File: config.mk
export PLATFORM = sky130hd
export DESIGN_NAME = tgt_rx_evq
export DESIGN_NICKNAME = d
export VERILOG_FILES = /design/src/rtl/tgt_rx_pkg.sv /design/src/rtl/tgt_addr_match.sv /design/src/rtl/tgt_rx_ctrl.sv /design/src/rtl/tgt_evt_fifo.sv /design/src/rtl/tgt_rx_evq.sv
export SDC_FILE = /design/constraint.sdc
export NUM_CORES = 1
export LEC_CHECK = 0
export BUFFER_PORTS_ARGS = -buffer_cell sky130_fd_sc_hd__buf_2
export CORE_ASPECT_RATIO = 1.75
export CORE_MARGIN = 4
export CORE_UTILIZATION = 50
export DETAILED_ROUTE_END_ITERATION = 10
export GPL_TIMING_DRIVEN = 0
export HOLD_SLACK_MARGIN = 0.03
export PLACE_DENSITY = 0.76
export SYNTH_ARGS = -nofsm -noshare
export SYNTH_HDL_FRONTEND = slang
export SYNTH_HIERARCHICAL = 1
export SYNTH_SLANG_ARGS = --single-unit
File: constraint.sdc
create_clock -name clk -period 1.93 [get_ports clk]
set_input_delay 0.193 -clock clk [delete_from_list [all_inputs] [get_ports clk]]
set_output_delay 0.193 -clock clk [all_outputs]
set_load 0.02 [all_outputs]
File: src/rtl/tgt_rx_pkg.sv
package tgt_rx_pkg;
  localparam int FLAG_W   = 7;
  localparam int BYTE_W   = 8;
  localparam int ADDR_W   = 10;
  localparam int NUM_ADDR = 2;

  // tag bit positions, decoded by software
  localparam int F_DV1   = 0;
  localparam int F_DV2   = 1;
  localparam int F_ACK   = 2;
  localparam int F_OVNAK = 3;
  localparam int F_FIRST = 4;
  localparam int F_RSTRT = 5;
  localparam int F_STOP  = 6;

  typedef struct packed {
    logic [FLAG_W-1:0] flags;
    logic [BYTE_W-1:0] data;
  } rx_entry_t;

  typedef enum logic [1:0] {
    SESS_NONE = 2'd0,
    SESS_A1   = 2'd1,
    SESS_A2   = 2'd2
  } sess_e;
endpackage

File: src/rtl/tgt_addr_match.sv
module tgt_addr_match
  import tgt_rx_pkg::*;
(
  input  logic [ADDR_W-1:0] ev_addr,
  input  logic              ev_addr_ten,
  input  logic [ADDR_W-1:0] own_addr1,
  input  logic [ADDR_W-1:0] own_addr2,
  input  logic [3:0]        dec_ctl,
  output logic [NUM_ADDR-1:0] hit
);
  logic [NUM_ADDR-1:0][ADDR_W-1:0] own;
  assign own[0] = own_addr1;
  assign own[1] = own_addr2;

  for (genvar g = 0; g < NUM_ADDR; g++) begin : g_slot
    logic en, ten_mode, eq7, eq10;
    assign en       = dec_ctl[2*g];
    assign ten_mode = dec_ctl[2*g+1];
    assign eq7      = !ev_addr_ten && (ev_addr[6:0] == own[g][6:0]);
    assign eq10     = ev_addr_ten && (ev_addr == own[g]);
    assign hit[g]   = en && (ten_mode ? eq10 : eq7);
  end
endmodule

File: src/rtl/tgt_rx_ctrl.sv
module tgt_rx_ctrl
  import tgt_rx_pkg::*;
#(
  parameter int DEPTH = 8,
  localparam int CW = $clog2(DEPTH + 1)
) (
  input  logic                clk,
  input  logic                rst_n,
  input  logic [NUM_ADDR-1:0] hit,
  input  logic [1:0]          rx_ack_en,
  input  logic [1:0]          irq_en,
  input  logic                ev_addr_valid,
  input  logic                ev_data_valid,
  input  logic [BYTE_W-1:0]   ev_data,
  input  logic                ev_rstart,
  input  logic                ev_stop,
  input  logic                wc_clr,
  input  logic [CW-1:0]       level,
  output logic                addr_ack,
  output logic                data_ack,
  output logic                push,
  output rx_entry_t           entry,
  output logic [1:0]          status
);
  sess_e sess_q, sess_d;
  logic  first_q, first_d;
  logic  wc_q, wc_d;
  logic  room1, room2, ack_en, wc_set;

  assign room1  = level < CW'(DEPTH);
  assign room2  = level < CW'(DEPTH - 1);
  assign ack_en = (sess_q == SESS_A1) ? rx_ack_en[0] : rx_ack_en[1];

  always_comb begin
    sess_d   = sess_q;
    first_d  = first_q;
    push     = 1'b0;
    entry    = '0;
    addr_ack = 1'b0;
    data_ack = 1'b0;
    wc_set   = 1'b0;
    if (ev_addr_valid) begin
      addr_ack = |hit;
      first_d  = |hit;
      if (hit[0])      sess_d = SESS_A1;
      else if (hit[1]) sess_d = SESS_A2;
      else             sess_d = SESS_NONE;
    end else if (sess_q != SESS_NONE) begin
      if (ev_data_valid) begin
        entry.data         = ev_data;
        entry.flags[F_DV1]   = (sess_q == SESS_A1);
        entry.flags[F_DV2]   = (sess_q == SESS_A2);
        entry.flags[F_FIRST] = first_q;
        if (room2) begin
          push                = 1'b1;
          data_ack            = ack_en;
          entry.flags[F_ACK]  = ack_en;
        end else if (room1) begin
          push                 = 1'b1;
          entry.flags[F_OVNAK] = 1'b1;
        end
        if (push) first_d = 1'b0;
      end else if (ev_rstart) begin
        push                 = room1;
        entry.flags[F_RSTRT] = 1'b1;
      end else if (ev_stop) begin
        push                = room1;
        entry.flags[F_STOP] = 1'b1;
        sess_d              = SESS_NONE;
        first_d             = 1'b0;
        wc_set              = 1'b1;
      end
    end
  end

  always_comb begin
    wc_d = wc_q;
    if (wc_clr) wc_d = 1'b0;
    if (wc_set) wc_d = 1'b1;
  end

  always_ff @(posedge clk or negedge rst_n) begin
    if (!rst_n) begin
      sess_q  <= SESS_NONE;
      first_q <= 1'b0;
      wc_q    <= 1'b0;
    end else begin
      sess_q  <= sess_d;
      first_q <= first_d;
      wc_q    <= wc_d;
    end
  end

  assign status[0] = (level != '0) && irq_en[0];
  assign status[1] = wc_q && irq_en[1];

  // the first-byte tag is consumed by the entry that carries it
  a_r4_first_once: assert property (@(posedge clk) disable iff (!rst_n)
    (push && entry.flags[F_FIRST] && !ev_addr_valid) |=> !first_q);
  // a stop in a matched transfer closes it
  a_r5_stop_ends: assert property (@(posedge clk) disable iff (!rst_n)
    (ev_stop && !ev_addr_valid && !ev_data_valid && !ev_rstart && sess_q != SESS_NONE)
      |=> (sess_q == SESS_NONE));
  // no push without a matched transfer
  a_r10_no_stray_push: assert property (@(posedge clk) disable iff (!rst_n)
    push |-> (sess_q != SESS_NONE));
endmodule

File: src/rtl/tgt_evt_fifo.sv
module tgt_evt_fifo
  import tgt_rx_pkg::*;
#(
  parameter int DEPTH = 8,
  localparam int CW = $clog2(DEPTH + 1),
  localparam int PW = (DEPTH > 1) ? $clog2(DEPTH) : 1
) (
  input  logic      clk,
  input  logic      rst_n,
  input  logic      push_i,
  input  rx_entry_t entry_i,
  input  logic      pop_i,
  output rx_entry_t head_o,
  output logic [CW-1:0] count_o
);
  rx_entry_t     slot_q [DEPTH];
  logic [PW-1:0] wr_q, wr_d, rd_q, rd_d;
  logic [CW-1:0] cnt_q, cnt_d;
  logic          pop_eff;

  assign pop_eff = pop_i && (cnt_q != '0);

  always_comb begin
    wr_d  = wr_q;
    rd_d  = rd_q;
    cnt_d = cnt_q;
    if (push_i) wr_d = (wr_q == PW'(DEPTH - 1)) ? '0 : wr_q + 1'b1;
    if (pop_eff) rd_d = (rd_q == PW'(DEPTH - 1)) ? '0 : rd_q + 1'b1;
    case ({push_i, pop_eff})
      2'b10:   cnt_d = cnt_q + 1'b1;
      2'b01:   cnt_d = cnt_q - 1'b1;
      default: cnt_d = cnt_q;
    endcase
  end

  always_ff @(posedge clk or negedge rst_n) begin
    if (!rst_n) begin
      wr_q  <= '0;
      rd_q  <= '0;
      cnt_q <= '0;
    end else begin
      wr_q  <= wr_d;
      rd_q  <= rd_d;
      cnt_q <= cnt_d;
    end
  end

  always_ff @(posedge clk) begin
    for (int i = 0; i < DEPTH; i++) begin
      if (push_i && (wr_q == PW'(i))) slot_q[i] <= entry_i;
    end
  end

  assign head_o  = (cnt_q != '0) ? slot_q[rd_q] : '0;
  assign count_o = cnt_q;

  // level bounded by depth
  a_r7_no_overflow: assert property (@(posedge clk) disable iff (!rst_n)
    cnt_q <= CW'(DEPTH));
  // controller never pushes into a full queue
  a_r7_no_push_full: assert property (@(posedge clk) disable iff (!rst_n)
    (cnt_q == CW'(DEPTH)) |-> !push_i);
  // pop on empty leaves the queue empty
  a_r6_pop_empty: assert property (@(posedge clk) disable iff (!rst_n)
    (pop_i && cnt_q == '0 && !push_i) |=> (cnt_q == '0));
endmodule

File: src/rtl/tgt_rx_evq.sv
module tgt_rx_evq
  import tgt_rx_pkg::*;
#(
  parameter int DEPTH = 8,
  localparam int CW = $clog2(DEPTH + 1)
) (
  input  logic              clk,
  input  logic              rst_n,
  input  logic [ADDR_W-1:0] own_addr1,
  input  logic [ADDR_W-1:0] own_addr2,
  input  logic [3:0]        dec_ctl,
  input  logic [1:0]        rx_ack_en,
  input  logic [1:0]        irq_en,
  input  logic              ev_addr_valid,
  input  logic [ADDR_W-1:0] ev_addr,
  input  logic              ev_addr_ten,
  output logic              addr_ack,
  input  logic              ev_data_valid,
  input  logic [BYTE_W-1:0] ev_data,
  output logic              data_ack,
  input  logic              ev_rstart,
  input  logic              ev_stop,
  input  logic              rd_pop,
  output logic [FLAG_W-1:0] head_flags,
  output logic [BYTE_W-1:0] head_data,
  output logic [CW-1:0]     fifo_level,
  input  logic              wc_clr,
  output logic [1:0]        tgt_status
);
  logic [1:0]          rst_sync_q;
  logic                rst_int_n;
  logic [NUM_ADDR-1:0] hit;
  logic                push;
  rx_entry_t           entry, head;
  logic [CW-1:0]       level;

  always_ff @(posedge clk or negedge rst_n) begin
    if (!rst_n) rst_sync_q <= 2'b00;
    else        rst_sync_q <= {rst_sync_q[0], 1'b1};
  end
  assign rst_int_n = rst_sync_q[1];

  tgt_addr_match u_match (
    .ev_addr     (ev_addr),
    .ev_addr_ten (ev_addr_ten),
    .own_addr1   (own_addr1),
    .own_addr2   (own_addr2),
    .dec_ctl     (dec_ctl),
    .hit         (hit)
  );

  tgt_rx_ctrl #(.DEPTH(DEPTH)) u_ctrl (
    .clk           (clk),
    .rst_n         (rst_int_n),
    .hit           (hit),
    .rx_ack_en     (rx_ack_en),
    .irq_en        (irq_en),
    .ev_addr_valid (ev_addr_valid),
    .ev_data_valid (ev_data_valid),
    .ev_data       (ev_data),
    .ev_rstart     (ev_rstart),
    .ev_stop       (ev_stop),
    .wc_clr        (wc_clr),
    .level         (level),
    .addr_ack      (addr_ack),
    .data_ack      (data_ack),
    .push          (push),
    .entry         (entry),
    .status        (tgt_status)
  );

  tgt_evt_fifo #(.DEPTH(DEPTH)) u_fifo (
    .clk     (clk),
    .rst_n   (rst_int_n),
    .push_i  (push),
    .entry_i (entry),
    .pop_i   (rd_pop),
    .head_o  (head),
    .count_o (level)
  );

  assign head_flags = head.flags;
  assign head_data  = head.data;
  assign fifo_level = level;

  // an ACKed byte always leaves at least one slot spare
  a_r3_ack_room: assert property (@(posedge clk) disable iff (!rst_int_n)
    data_ack |-> (level < CW'(DEPTH - 1)));
  // no address ACK while both addresses are disabled
  a_r1_ack_enabled: assert property (@(posedge clk) disable iff (!rst_int_n)
    addr_ack |-> (dec_ctl[0] || dec_ctl[2]));
endmodule

==> impl_results.md <==
* Syn_area_per_cell at around 18 µm²
* Placement-stage worst setup slack at -0.410 ns
* Critical path class: flop to output port
* DRC violation count after routing at 0
* Power density over the cells at about 1200 mW/mm²
* TritonCTS clock tree: yes
* Net Sw Power at approximately 2.6 mW
* Final Critical Period at 2.25 ns
* Fraction of layout cells with a size suffix above 1 at 0.454
* Synth Register Bits at 136
* Distinct cell type count of the synthesized netlist at 50
* Worst path arrival time at approximately 2.1 ns
* Total congestion overflow at 0
* Setup repair after global routing missed its margin: true
* I/O Buffers at 76
* Max Cap Viol at 0
* Cell count after placement at roughly 540
* Class of the tightest hold or removal check: input port to flop
* Number of synthesis warnings at 6
* Starting density of the core at 0.514
* Clock network fraction of total power at 0.332
* Final routed wire length divided by cell count at 22.3 µm
* Fillers at 768
* Sequential fraction of the synthesis area at 0.673
* Startpoint type of the worst setup path: flop
* Internal Pwr Total at around 6.7 mW
* Number of enable flip-flop cells after synthesis at between 100 and 150
* Die span in x at roughly 90 µm
* Clock network latency to the later pin of the worst-skew pair at 0.41 ns
* Mapped Nets at between 300 and 400
* Remaining max-slew budget at the tightest pin at 0.360
* Share of flip-flops with an asynchronous set or reset after synthesis at 0.118
* Leak at 3.07 nW
* Largest buffer count on any clock path at 2
* Vias in the first global route at between 3,000 and 4,000
* Number of antenna violations at the first check in global routing at 0
* Power share of the sequential group at 0.363
* Detailed-router iteration count before antenna repair at 4
* Height of the chip at about 150 µm
* Most instantiated flip-flop cell in the synthesis netlist: edfxtp_1
* Failing checks: setup timing
* Overall routed net length at 13,400 µm
* TritonCTS Buffers at 17
* Hold violation count in the final report at 0
* CP max FO at 8
* Root buf cell: clkbuf_16
* Ports at approximately 80
* Number of core rows at 52
* Number of cells produced by synthesis at between 300 and 400
* Final layout net count at 516
* Area enclosed by the die boundary at between 0.01 and 0.015 mm²
* Total setup violations reported at the end of the flow at 18
* Net Sw Frac at 0.278
* Final period utilization at 1.16
* Placer's final routability congestion estimate at around 0.74
* Sink count of the clock tree at 136
* Ant. Diodes at 0
* Achievable frequency at between 400 and 500 MHz
* Combinational fraction of design power at 0.305
* Total number of vias at between 3,000 and 4,000
* Wire length of the first global-routing pass at around 19,000 µm
* Antenna Violating Nets Remaining at 0
* Final non-filler cell area at 0.00765 mm²
* Post-Syn Area at approximately 0.0059 mm²
* Area of the core at around 0.012 mm²
* Vias per cell at between 5 and 6
* Placed wire-length estimate after detailed placement at about 8000 µm
* Tot GR Track Use at 0.192
* Clock transition at the registers of the reported paths at around 0.05 ns
* Total placed instance area at roughly 0.0066 mm²
* Critical path capture point type: output port
* Worst Tran Pin Value at around 0.96 ns
* Detailed router's first-iteration violation count at about 280
* Least setup slack across all paths after layout at -0.316 ns
* Maximum number of pins on one net before global-route repair at 17
* Layout Area Growth over Synthesis at 28.5%
* Number of H-tree levels at 4
* Required time at the endpoint of the critical path at ~1.7 ns
* Run status: finished with violations
* Clock skew at approximately 0.0059 ns
* Max Transition Viols Final at 0
* VDD IR max at between 0.9 and 1 mV
* Final non-filler cell total at about 600
-- power groups by stage --
stage | combinational (mW) | sequential, mW | clock (mW)
final | 2.85 | 3.39 | 3.11
after global routing | 3.03 | 3.39 | 3.28
after CTS | 2.34 | 3.37 | 3.14
after detailed placement | 2.04 | 3.50 | 0
after global placement | 2.00 | 3.48 | 0
after floorplan | 1.42 | 3.51 | 0
-- per-stage QoR --
step           hold slack (ns)  utilization  total power, mW  setup TNS (ns)
3_3_place_gp           -0.0213        0.568             5.49          -24.02
3_5_place_dp           -0.0182        0.568             5.54          -31.58
6_report                0.0591        0.660             9.34           -4.37
2_1_floorplan           -0.103            -             4.93          -0.543
4_1_cts                 0.0509        0.635             8.85           -4.53
5_1_grt                 0.0731        0.660             9.70           -5.36
-- area by class of cell --
type	instances	area, µm²	area share
flip-flops and latches	136	4010	0.524
multi-input cells	168	1940	0.253
repair buffers	107	787	0.103
clock buffers	21	440	0.0576
well taps	135	169	0.0221
plain buffers	12	140	0.0183
clock inverters	11	130	0.0170
inverters	8	32.5	0.00425
-- layer usage --
metal / wire [µm] / part of all wire / up-vias / global-route usage
li1: - / - / 1558 / -
met5: 0 / 0 / - / 0
met3: 627 / 0.047 / 27 / 0.0415
met4: 333 / 0.025 / 0 / 0.0804
met1: 4710 / 0.35 / 1724 / 0.199
met2: 7680 / 0.58 / 134 / 0.366
-- synth_stat cells (3+ instances only) --
master     instances  share of area
nand3_1            3         0.0025
mux2_2             4         0.0076
ha_1              11          0.023
clkbuf_1           3         0.0019
xnor2_1           22          0.032
inv_1              8         0.0050
nand4_1            4         0.0042
mux4_2            17          0.064
and3_1             6         0.0063
nand2b_1           6         0.0063
and2_1            12          0.013
buf_2              3         0.0025
nand2_1            7         0.0044
mux4_1            13          0.057
nor2_1             6         0.0038
a22o_1            15          0.022
edfxtp_1         120           0.61
nor2b_1            3         0.0032
dfrtp_1           16          0.067
a2111oi_2          3         0.0076
a21oi_1            3         0.0025
-- path summary, 6_finish.rpt --
kind                                         from                 to  slack, ns  cells after the start
worst max-delay path               u_fifo/rd_q[0]      head_flags[0]      -0.32                      5
worst min-delay path                       wc_clr        u_ctrl/wc_q       0.06                      3
worst max register to register  u_fifo/count_o[3]  u_fifo/count_o[2]      -0.16                      9
worst min register to register      rst_sync_q[1]     u_fifo/wr_q[0]       0.26                      0
max in group asynchronous           rst_sync_q[1]  u_fifo/count_o[3]       1.23                      0
min in group asynchronous                   rst_n      rst_sync_q[0]       0.09                      2
-- sequential cells by signal, summed over array words and instances, names as in the netlist --
name and flops:
u_fifo/slot_q 120, rst_sync_q 2, u_fifo/wr_q 3, u_ctrl/wc_q 1, u_fifo/count_o 4, u_ctrl/sess_q 2
u_fifo/rd_q 3, u_ctrl/first_q 1
-- cells in the final DEF, fill, tap and decap left out, drive strengths merged, types with 3 or more instances in the layout --
cell / netlist / layout
clkbuf: 3 / 25
inv: 8 / 8
nor3: 3 / 3
nor2b: 3 / 3
ha: 11 / 11
nand3: 3 / 3
buf: 11 / 114
xnor2: 22 / 22
bufinv: 0 / 3
nand2b: 6 / 6
nand2: 7 / 7
clkinv: 0 / 7
mux2: 4 / 4
o21ai: 3 / 3
mux4: 30 / 30
a21oi: 3 / 3
nor2: 7 / 7
nand4: 4 / 4
and3: 6 / 6
edfxtp: 120 / 120
and2: 12 / 12
a2111oi: 3 / 3
dfrtp: 16 / 16
a22o: 15 / 15
-- critical path, stage by stage, from the launching register on --
cell     delay (ns)
dfrtp_1        0.40
buf_12         0.17
buf_12         0.14
mux4_2         0.50
a22o_1         0.28
buf_6          0.15
-- repair_timing --
| item | 4_1_cts | 5_1_grt |
|---|---|---|
| pin swaps | 8 | 22 |
| setup buffers | 17 | 10 |
| hold buffers | 1 | 0 |
| gates cloned | 0 | 3 |
| resized for setup | 25 | 49 |
| hold endpoints to repair | 2 | 0 |
| endpoints found under the setup margin | 155 | 34 |
-- cells by family (layout without fill, tap and decap cells) --
logic type,count (synthesis),in the layout,synth area share
multiplexers,36,36,0.133
AO/OA/AOI/OAI,33,33,0.0469
other,1,1,0.000630
buffers and inverters,22,159,0.0238
flip-flops,136,136,0.673
adder cells (fa/ha/maj),11,11,0.0231
XOR/XNOR,23,23,0.0339
AND/OR/NAND/NOR,64,64,0.0658
(Power assumes the default switching activity.)
